**src/rtl/fpm_pkg.sv**
```systemverilog
package fpm_pkg;
  localparam int SP_EXP_W  = 8;
  localparam int SP_MAN_W  = 23;
  localparam int DP_EXP_W  = 11;
  localparam int DP_MAN_W  = 52;
  localparam int SP_BIAS   = (1 << (SP_EXP_W - 1)) - 1;
  localparam int DP_BIAS   = (1 << (DP_EXP_W - 1)) - 1;
  localparam int SP_SIG_W  = SP_MAN_W + 1;
  localparam int SIG_W     = DP_MAN_W + 1;
  localparam int SLICE_W   = (SIG_W + 1) / 2;
  localparam int HI_W      = SIG_W - SLICE_W;
  localparam int PP_W      = SIG_W + SLICE_W;
  localparam int PROD_W    = 2 * SIG_W;
  localparam int SP_PROD_W = 2 * SP_SIG_W;
  localparam int EXP_W     = DP_EXP_W + 2;
  localparam int DP_LSB    = PROD_W - SIG_W;
  localparam int SP_LSB    = PROD_W - SP_SIG_W;

  typedef struct packed {
    logic                    sign;
    logic signed [EXP_W-1:0] exp_sum;
    logic                    is_zero;
    logic                    is_inf;
    logic                    is_nan;
    logic [SIG_W-1:0]        sig_a;
    logic [SIG_W-1:0]        sig_b;
  } op_info_t;
endpackage

```
**src/rtl/fpm_unpack.sv**
```systemverilog
module fpm_unpack
  import fpm_pkg::*;
(
  input  logic        dp,
  input  logic [63:0] a,
  input  logic [63:0] b,
  output op_info_t    info
);
  logic [DP_EXP_W-1:0] ea, eb, emax;
  logic signed [EXP_W-1:0] bias;
  logic a_zero, b_zero, a_max, b_max;

  always_comb begin
    if (dp) begin
      ea         = a[62:52];
      eb         = b[62:52];
      emax       = '1;
      bias       = EXP_W'(DP_BIAS);
      info.sign  = a[63] ^ b[63];
      info.sig_a = {1'b1, a[51:0]};
      info.sig_b = {1'b1, b[51:0]};
    end else begin
      ea         = {3'b000, a[30:23]};
      eb         = {3'b000, b[30:23]};
      emax       = DP_EXP_W'((1 << SP_EXP_W) - 1);
      bias       = EXP_W'(SP_BIAS);
      info.sign  = a[31] ^ b[31];
      info.sig_a = {{(SIG_W-SP_SIG_W){1'b0}}, 1'b1, a[22:0]};
      info.sig_b = {{(SIG_W-SP_SIG_W){1'b0}}, 1'b1, b[22:0]};
    end
    a_zero       = (ea == '0);
    b_zero       = (eb == '0);
    a_max        = (ea == emax);
    b_max        = (eb == emax);
    info.exp_sum = $signed({2'b00, ea}) + $signed({2'b00, eb}) - bias;
    info.is_zero = a_zero | b_zero;
    info.is_inf  = a_max | b_max;
    info.is_nan  = (a_zero & b_max) | (a_max & b_zero);
  end
endmodule

```
**src/rtl/fpm_array.sv**
```systemverilog
module fpm_array #(
  parameter int A_W = 53,
  parameter int B_W = 27
) (
  input  logic [A_W-1:0]     a,
  input  logic [B_W-1:0]     b,
  output logic [A_W+B_W-1:0] p
);
  always_comb p = (A_W+B_W)'(a) * (A_W+B_W)'(b);
endmodule

```
**src/rtl/fpm_round.sv**
```systemverilog
module fpm_round
  import fpm_pkg::*;
(
  input  logic                    dp,
  input  logic                    sign,
  input  logic signed [EXP_W-1:0] exp_sum,
  input  logic                    is_zero,
  input  logic                    is_inf,
  input  logic                    is_nan,
  input  logic [PROD_W-1:0]       prod,
  output logic [63:0]             result
);
  logic                    norm_hi, carry, tie;
  logic [PROD_W-1:0]       norm, inject;
  logic [PROD_W:0]         sum;
  logic signed [EXP_W-1:0] exp_r, exp_top;
  logic [DP_MAN_W-1:0]     man_dp;
  logic [SP_MAN_W-1:0]     man_sp;
  logic                    unused_sum_bits;

  always_comb begin
    norm_hi = prod[PROD_W-1];
    norm    = norm_hi ? prod : {prod[PROD_W-2:0], 1'b0};
    inject  = dp ? (PROD_W'(1) << (DP_LSB - 1)) : (PROD_W'(1) << (SP_LSB - 1));
    sum     = {1'b0, norm} + {1'b0, inject};
    carry   = sum[PROD_W];
    tie     = dp ? (norm[DP_LSB-1:0] == (DP_LSB'(1) << (DP_LSB - 1)))
                 : (norm[SP_LSB-1:0] == (SP_LSB'(1) << (SP_LSB - 1)));
    man_dp  = sum[PROD_W-2:DP_LSB];
    man_sp  = sum[PROD_W-2:SP_LSB];
    if (tie) begin
      man_dp[0] = 1'b0;
      man_sp[0] = 1'b0;
    end
    exp_r   = exp_sum + $signed({{(EXP_W-1){1'b0}}, norm_hi})
                      + $signed({{(EXP_W-1){1'b0}}, carry});
    exp_top = dp ? EXP_W'((1 << DP_EXP_W) - 1) : EXP_W'((1 << SP_EXP_W) - 1);

    if (is_nan)
      result = dp ? {1'b0, {DP_EXP_W{1'b1}}, 1'b1, {(DP_MAN_W-1){1'b0}}}
                  : {32'b0, 1'b0, {SP_EXP_W{1'b1}}, 1'b1, {(SP_MAN_W-1){1'b0}}};
    else if (is_zero || (!is_inf && exp_r <= 0))
      result = dp ? {sign, 63'b0} : {32'b0, sign, 31'b0};
    else if (is_inf || exp_r >= exp_top)
      result = dp ? {sign, {DP_EXP_W{1'b1}}, {DP_MAN_W{1'b0}}}
                  : {32'b0, sign, {SP_EXP_W{1'b1}}, {SP_MAN_W{1'b0}}};
    else
      result = dp ? {sign, exp_r[DP_EXP_W-1:0], man_dp}
                  : {32'b0, sign, exp_r[SP_EXP_W-1:0], man_sp};
  end

  assign unused_sum_bits = ^{sum[PROD_W-1], sum[DP_LSB-1:0]};
endmodule

```
**src/rtl/fpm_dual_mul.sv**
```systemverilog
module fpm_dual_mul
  import fpm_pkg::*;
(
  input  logic        clk,
  input  logic        rst,
  input  logic        in_valid,
  input  logic        in_dp,
  input  logic [63:0] in_a,
  input  logic [63:0] in_b,
  output logic        in_ready,
  output logic        out_valid,
  output logic [63:0] out_result
);
  op_info_t            info;
  logic                accept, pass2;
  logic [SIG_W-1:0]    arr_a;
  logic [SLICE_W-1:0]  arr_b;
  logic [PP_W-1:0]     pp;
  logic [63:0]         rounded;

  // Stage register: holds the operation between issue and rounding.
  logic                    st_valid, st_dp, st_done;
  logic                    st_sign, st_zero, st_inf, st_nan;
  logic signed [EXP_W-1:0] st_exp;
  logic [SIG_W-1:0]        st_sig_a;
  logic [HI_W-1:0]         st_b_hi;
  logic [PROD_W-1:0]       st_prod;

  fpm_unpack u_unpack (.dp(in_dp), .a(in_a), .b(in_b), .info(info));

  assign pass2    = st_valid && st_dp && !st_done;
  assign in_ready = !pass2;
  assign accept   = in_valid && in_ready;

  // One shared array: fresh operands at issue, stored high slice on pass two.
  assign arr_a = pass2 ? st_sig_a : info.sig_a;
  assign arr_b = pass2 ? {{(SLICE_W-HI_W){1'b0}}, st_b_hi} : info.sig_b[SLICE_W-1:0];

  fpm_array #(.A_W(SIG_W), .B_W(SLICE_W)) u_array (.a(arr_a), .b(arr_b), .p(pp));

  always_ff @(posedge clk) begin
    if (rst) begin
      st_valid <= 1'b0;
      st_dp    <= 1'b0;
      st_done  <= 1'b0;
      st_sign  <= 1'b0;
      st_zero  <= 1'b0;
      st_inf   <= 1'b0;
      st_nan   <= 1'b0;
      st_exp   <= '0;
      st_sig_a <= '0;
      st_b_hi  <= '0;
      st_prod  <= '0;
    end else if (accept) begin
      st_valid <= 1'b1;
      st_dp    <= in_dp;
      st_done  <= 1'b0;
      st_sign  <= info.sign;
      st_zero  <= info.is_zero;
      st_inf   <= info.is_inf;
      st_nan   <= info.is_nan;
      st_exp   <= info.exp_sum;
      st_sig_a <= info.sig_a;
      st_b_hi  <= info.sig_b[SIG_W-1:SLICE_W];
      st_prod  <= in_dp ? {{(PROD_W-PP_W){1'b0}}, pp}
                        : {pp[SP_PROD_W-1:0], {(PROD_W-SP_PROD_W){1'b0}}};
    end else if (pass2) begin
      st_done  <= 1'b1;
      st_prod  <= st_prod + {pp[PROD_W-SLICE_W-1:0], {SLICE_W{1'b0}}};
    end else begin
      st_valid <= 1'b0;
    end
  end

  fpm_round u_round (
    .dp(st_dp), .sign(st_sign), .exp_sum(st_exp), .is_zero(st_zero),
    .is_inf(st_inf), .is_nan(st_nan), .prod(st_prod), .result(rounded)
  );

  always_ff @(posedge clk) begin
    if (rst) begin
      out_valid  <= 1'b0;
      out_result <= '0;
    end else begin
      out_valid  <= st_valid && (!st_dp || st_done);
      out_result <= rounded;
    end
  end

  // Single precision: result two cycles after issue.
  p_sp_latency_r1: assert property (@(posedge clk) disable iff (rst)
    (in_valid && in_ready && !in_dp) |-> ##2 out_valid);
  // Double precision: result three cycles after issue.
  p_dp_latency_r2: assert property (@(posedge clk) disable iff (rst)
    (in_valid && in_ready && in_dp) |-> ##3 out_valid);
  // Double-precision issue stalls the issuer for the following cycle.
  p_dp_stall_r2: assert property (@(posedge clk) disable iff (rst)
    (in_valid && in_ready && in_dp) |=> !in_ready);
  // A stall never lasts longer than one cycle.
  p_ready_back_r2: assert property (@(posedge clk) disable iff (rst)
    !in_ready |=> in_ready);
  // The second pass produces no result of its own.
  p_stall_bubble_r11: assert property (@(posedge clk) disable iff (rst)
    !in_ready |=> !out_valid);
endmodule

```
**config.mk**
```make
export PLATFORM = sky130hd
export DESIGN_NAME = fpm_dual_mul
export DESIGN_NICKNAME = d
export VERILOG_FILES = /design/src/rtl/fpm_pkg.sv /design/src/rtl/fpm_unpack.sv /design/src/rtl/fpm_array.sv /design/src/rtl/fpm_round.sv /design/src/rtl/fpm_dual_mul.sv
export SDC_FILE = /design/constraint.sdc
export NUM_CORES = 2
export LEC_CHECK = 0
export BUFFER_PORTS_ARGS = -buffer_cell sky130_fd_sc_hd__buf_2
export CORE_UTILIZATION = 55
export CTS_CLUSTER_DIAMETER = 150
export DETAILED_ROUTE_END_ITERATION = 10
export HOLD_SLACK_MARGIN = 0.1
export PLACE_DENSITY = 0.68
export SETUP_SLACK_MARGIN = 0.3
export SYNTH_ARGS = -nofsm -noshare
export SYNTH_HDL_FRONTEND = slang
export SYNTH_SLANG_ARGS = --single-unit
```
**constraint.sdc**
```tcl
create_clock -name clk -period 16 [get_ports clk]
set_input_delay 1.6 -clock clk [delete_from_list [all_inputs] [get_ports clk]]
set_output_delay 1.6 -clock clk [all_outputs]
set_load 0.02 [all_outputs]
```
## Yosys cells after proc, flatten, opt, wreduce, memory -nomap -nowiden

Index checks and enable logic that the tools add are counted.

| word-level totals | value |
|---|---|
| flip-flop bits (word level) | 270 |
| input bits | 132 |
| output and inout bits | 66 |
| word-level logic and storage cells | 76 |

| cells by class | value |
|---|---|
| add/sub/neg operators | 6 |
| multipliers | 1 |
| order comparisons | 2 |
| equal/unequal tests | 5 |
| mux-type cells | 26 |
| bitwise gates (word level) | 7 |
| reduce and logical (&&, ||, !) cells | 16 |

Operator list:

| operator | count |
|---|---|
| 106-bit 2-to-1 mux | 5 |
| 64-bit 2-to-1 mux | 6 |
| 106-bit by 106-bit adder with 107-bit output | 1 |
| 106-bit adder | 1 |
| 82-bit equality test, second input constant | 1 |
| 82-bit 2-to-1 mux | 1 |
| 53-bit by 27-bit multiplier with 80-bit output | 1 |
| 63-bit 2-to-1 mux | 1 |
| 53-bit equality test, second input constant | 1 |
| 53-bit 2-to-1 mux | 1 |
| 11-bit 2-to-1 mux | 4 |
| 27-bit 2-to-1 mux | 1 |
| 13-bit by 2-bit adder with 13-bit output | 2 |
| 11-bit equality test | 2 |
| 11-bit logical NOT | 2 |
| 13-bit by 12-bit greater-or-equal comparator with 1-bit output | 1 |
| 13-bit by 1-bit less-or-equal comparator with 1-bit output, second input constant | 1 |
| 13-bit by 11-bit subtractor with 13-bit output | 1 |
| 11-bit by 11-bit adder with 12-bit output | 1 |
| 10-bit 2-to-1 mux | 1 |
| 1-bit 2-to-1 mux | 6 |
| 1-bit logical AND | 5 |
| 1-bit logical NOT | 4 |
| 1-bit logical OR | 3 |
| other kinds (6) | 10 |

## Depth between registers and ports, before layout

| logic depth | value |
|---|---|
| word-level depth | 8 |
| mapped depth | 49 |

## Hierarchy

Synthesis repeated with hierarchy kept, for this count alone.

| unflattened totals | value |
|---|---|
| cells, all modules | 8049 |
| area, all modules | 65278.9 sq um |

Modules (own cells, without submodules):

| module | instances | cells each | area each (sq um) |
|---|---|---|---|
| fpm_array | 1 | 5169 | 44371.3 |
| fpm_dual_mul | 1 | 1968 | 14934.3 |
| fpm_round | 1 | 629 | 4008.8 |
| fpm_unpack | 1 | 283 | 1964.4 |

## Least setup slack after synthesis

No wires, ideal clock.

| path | value |
|---|---|
| path kind | input to register |
| start | in in_dp |
| end | reg st_prod[105] |
| arrival time | 11.692 ns |
| required time | 15.926 ns |
| slack | 4.234 ns |
| stages | 41 |
| cell sequence | clkbuf_1 -> buf_1 -> clkbuf_1 -> clkbuf_1 -> nand2_1 -> o21ai_1 -> clkbuf_1 -> nand2_1 -> fa_1 -> inv_1 -> fa_1 -> inv_1 -> fa_1 -> fa_1 -> inv_1 -> fa_1 -> fa_1 -> inv_1 -> [5 not listed] -> a21o_1 -> a211oi_1 -> a31oi_1 -> a21oi_1 -> o21ai_0 -> xor2_1 -> ha_1 -> clkbuf_1 -> nand4_1 -> or3_1 -> a21oi_1 -> nor2b_1 -> a311oi_1 -> a41oi_1 -> o211a_1 -> o22a_1 -> or4_1 -> a31oi_1 |

| on the way | value |
|---|---|
| longest elaborated chain between the ends | 6 |

RTL lines:

| item | line | source |
|---|---|---|
| from (decl) | fpm_dual_mul.sv:7 | `input logic in_dp,` |
| 106-bit 2-to-1 mux | fpm_unpack.sv:14 | `if (dp) begin` |
| 53-bit 2-to-1 mux or 27-bit 2-to-1 mux (tied branches) | fpm_dual_mul.sv:36, fpm_dual_mul.sv:37 |  |
| 53-bit by 27-bit multiplier with 80-bit output | fpm_array.sv:9 | `always_comb p = (A_W+B_W)'(a) * (A_W+B_W)'(b);` |
| 106-bit adder | fpm_dual_mul.sv:69 | `st_prod <= st_prod + {pp[PROD_W-SLICE_W-1:0], {SLICE_W{1'b0}}};` |
| 106-bit 2-to-1 mux | fpm_dual_mul.sv:67 | `end else if (pass2) begin` |
| 106-bit 2-to-1 mux * | fpm_dual_mul.sv:54 | `end else if (accept) begin` |
| to (signal assigned) | fpm_dual_mul.sv:65 | `st_prod <= in_dp ? {{(PROD_W-PP_W){1'b0}}, pp}` |
| to (signal assigned) | fpm_dual_mul.sv:69 |  |
| to (decl) | fpm_dual_mul.sv:27 | `logic [PROD_W-1:0] st_prod;` |

Every way passes the cells marked *; elsewhere a longest branch is shown, timed or not. The select of a mux whose other input is x is not followed.
A chain may end at the register's enable or synchronous reset.

## Final worst setup path

| path | value |
|---|---|
| start | reg st_dp |
| end | reg st_prod[105] |

| on the way | value |
|---|---|
| longest elaborated chain between the ends | 7 |

RTL lines:

| item | line | source |
|---|---|---|
| from (decl) | fpm_dual_mul.sv:22 | `logic st_valid, st_dp, st_done;` |
| from (signal assigned) | fpm_dual_mul.sv:56 | `st_dp <= in_dp;` |
| 1-bit logical AND * (2 in a row) | fpm_dual_mul.sv:31 | `assign pass2 = st_valid && st_dp && !st_done;` |
| 53-bit 2-to-1 mux or 27-bit 2-to-1 mux (tied branches) | fpm_dual_mul.sv:36, fpm_dual_mul.sv:37 |  |
| 53-bit by 27-bit multiplier with 80-bit output | fpm_array.sv:9 |  |
| 106-bit adder | fpm_dual_mul.sv:69 |  |
| 106-bit 2-to-1 mux | fpm_dual_mul.sv:67 |  |
| 106-bit 2-to-1 mux | fpm_dual_mul.sv:54 |  |

Marks and branches as above.

==> out/qor.tcl <==
set qor(sinks_on_clock_net) 268
set qor(cp_max_stage_delay_ps) 980
set qor(cts_inserted_buffers) 36
set qor(slew_viol_final) 5
set qor(yosysUniqueCellTypes) 92
set qor(firstDrtPassIters) 7
set qor(synth.net_count) 9516
set qor(hold_path.class) {reg -> reg}
set qor(worstPathMaxFanout) 57
set qor(timing.final.hold_violations) 0
set qor(synth-edff-count) 0
set qor(slew_headroom_pct) -2.19
set qor(min_period_over_period_pct) 91.6
set qor(detail_route.drc_violations) 0
set qor(cts_hold_repair.buffers) 0
set qor(failed_checks) {capacitance limit, slew limit}
set qor(first_global_vias) 57500
set qor(drt.antenna.violating_nets) 0
set qor(worstSetupEndpointType) {flop}
set qor(initialDrtViolationCount) 5622
set qor(grt_start_max_net_pins) 95
set qor(dpl.hpwl_mm) 188
set qor(worst_pin_slew_ps) 1530
set qor(finalSetupTns_ps) 0
set qor(port_buffers) 197
set qor(synthesis.area_per_instance_um2) 8.13
set qor(clock-root-buffer) {sky130_fd_sc_hd__clkbuf_16}
set qor(post_cts.repair.setup_buffers) 0
set qor(globalplace.congestion) 1.04
set qor(clock_tree_from_tritoncts) {built}
set qor(syn-cell-area_mm2) 0.0632
set qor(fin_nets) 9488
set qor(cts_repair_resize_count) 0
set qor(synth.yosys.seq_area_share_pct) 8.48
set qor(critical_path_slowest_stage_cell) {sky130_fd_sc_hd__o21a_1}
set qor(floorplan.core_area_mm2) 0.114
set qor(synthArstFlopShare_pct) 0
set qor(final-instance-count-excl-fill) 9304
set qor(detail_route.vias_per_cell) 6.07
set qor(synthesis.instances) 7783
set qor(worst_setup_path_start_kind) {flop}
set qor(worst-endpoint-required_ps) 16530
set qor(timing.final.crit_period_ps) 14650
set qor(number_of_antenna_violations_at_the_first_check_in_global_routing) 14
set qor(io_pins) 198
set qor(yosys_warnings) 0
set qor(die_boundary_height_um) 341
set qor(avgRoutedWirePerCell_um) 25.4
set qor(category_of_the_critical_setup_timing_path) {reg -> reg}
set qor(drv.max_cap_violation_count) 1
set qor(gr-usage-all-layers_pct) 40.8
set qor(dieWidth_um) 341
set qor(dominantRegCellSynth) {sky130_fd_sc_hd__dfxtp_1}
set qor(floorplan.die_area_mm2) 0.116
set qor(vias) 56500
set qor(syn_to_final_growth_pct) 6.52
set qor(setup_viol) 0
set qor(drive_above_1_share_pct) 7.12
set qor(htree_levels) 2
set qor(finClkSkew_ps) 38.8
set qor(placement_rows) 124
set qor(cts_buffer_depth) 3
set qor(worst_path_arrival_ps) 15180
set qor(placedCellCount) 9229
set qor(grt.overflow.total) 0
set qor(synth_seq_cells) 268
set qor(starting_density_of_the_core_pct) 55.4
set qor(clk_latency_ps) 620
set qor(run_status) {complete, but fails checks}
set qor(grt_setup_unrepaired) {no}
set qor(max_clock_freq_ghz) 0.0683
set qor(grt_pass1_wl_mm) 355
set qor(detail_route.wirelength_mm) 236
set qor(cts.reportedPaths.clkPinSlew_ps) 60
-- cell usage after synthesis, types with 69 or more instances --
cell type / count / area share (%)
sky130_fd_sc_hd__o21ai_0: 132 / 1.0
sky130_fd_sc_hd__xnor2_1: 116 / 1.6
sky130_fd_sc_hd__nor2_1: 515 / 3.1
sky130_fd_sc_hd__fa_1: 1277 / 40
sky130_fd_sc_hd__nand3_1: 71 / 0.56
sky130_fd_sc_hd__xor2_1: 69 / 0.96
sky130_fd_sc_hd__dfxtp_1: 268 / 8.5
sky130_fd_sc_hd__and2_1: 98 / 0.97
sky130_fd_sc_hd__ha_1: 324 / 6.4
sky130_fd_sc_hd__a21oi_1: 344 / 2.7
sky130_fd_sc_hd__a21o_1: 127 / 1.5
sky130_fd_sc_hd__clkbuf_1: 392 / 2.3
sky130_fd_sc_hd__inv_1: 1476 / 8.8
sky130_fd_sc_hd__nand2_1: 1569 / 9.3
-- registers in the layout, summed over array words and instances, names as in the netlist --
signal,cells
st_exp,13
st_nan,1
st_prod,106
st_zero,1
out_result,64
st_inf,1
st_valid,1
st_sig_a,52
st_done,1
st_sign,1
st_b_hi,25
out_valid,1
st_dp,1
-- critical path: cells and delay by family (launching register included) --
family	cells	cell delay (ps)
buf+inv	9	1310
flops	1	320
xor+xnor	1	870
fa+ha+maj	9	4570
simple gates	11	3640
compound gates	11	3740
-- cell type report --
type	instances	area [µm²]
Clock buffer	42	973
Antenna cell	10	25.0
Sequential cell	268	5370
Timing Repair Buffer	377	2360
Inverter	1478	5550
Tap cell	1512	1890
Clock inverter	23	308
Multi-Input combinational cell	5594	50900
Fill cell	10500	46800
-- stage by stage --
step                setup WS, ps  cell area [µm²]  utilization [%]  hold slack (ps)
floorplan                   4230            63200                -              423
global placement             876            66000             57.8              446
detailed placement          1310            66100             57.8              448
CTS                         1820            67300             59.0              457
global route                 990            67300             59.0              482
finish                      1350            67400             59.0              456
-- final timing paths --
check	start	endpoint	slack, ps	depth (start not counted)
hold / removal	st_sig_a[35]	st_sig_a[35]	460	2
setup reg to reg	st_dp	st_prod[105]	1350	41
setup / recovery	st_dp	st_prod[105]	1350	41
hold reg to reg	st_sig_a[35]	st_sig_a[35]	460	2
-- metal layers --
layer	GRT usage [%]	part of all wire [%]	up-vias
met1	54.2	39	28400
met4	18.2	5.2	6
met3	9.26	11	679
met5	0	0.020	-
li1	-	-	24100
met2	63.9	45	3264
-- layout by cell type (no fill, tap or decap), types with 116 or more instances in the layout --
cell and instances:
sky130_fd_sc_hd__buf_2 196, sky130_fd_sc_hd__xnor2_1 116, sky130_fd_sc_hd__o21ai_0 127, sky130_fd_sc_hd__ha_1 324
sky130_fd_sc_hd__a21oi_1 343, sky130_fd_sc_hd__buf_4 179, sky130_fd_sc_hd__fa_1 1277, sky130_fd_sc_hd__nor2_1 511
sky130_fd_sc_hd__dfxtp_1 266, sky130_fd_sc_hd__nand2_1 1554, sky130_fd_sc_hd__a21o_1 127, sky130_fd_sc_hd__inv_1 1476
-- logic make-up (layout without fill, tap and decap cells) --
group / count (synthesis) / in the layout / synth area share, %
muxes: 80 / 80 / 1.30
and+or+nand+nor: 2611 / 2611 / 17.6
adders and majority gates: 1601 / 1601 / 46.8
DFF: 268 / 268 / 8.48
AOI/OAI and AO/OA: 1117 / 1117 / 11.8
xor gates and xnor gates: 185 / 185 / 2.56
other: 0 / 10 / 0
buffers and inverters: 1921 / 1920 / 11.4
Power is not shown: default switching activity piles up to over one toggle a cycle in this logic, so the estimate is an artifact.
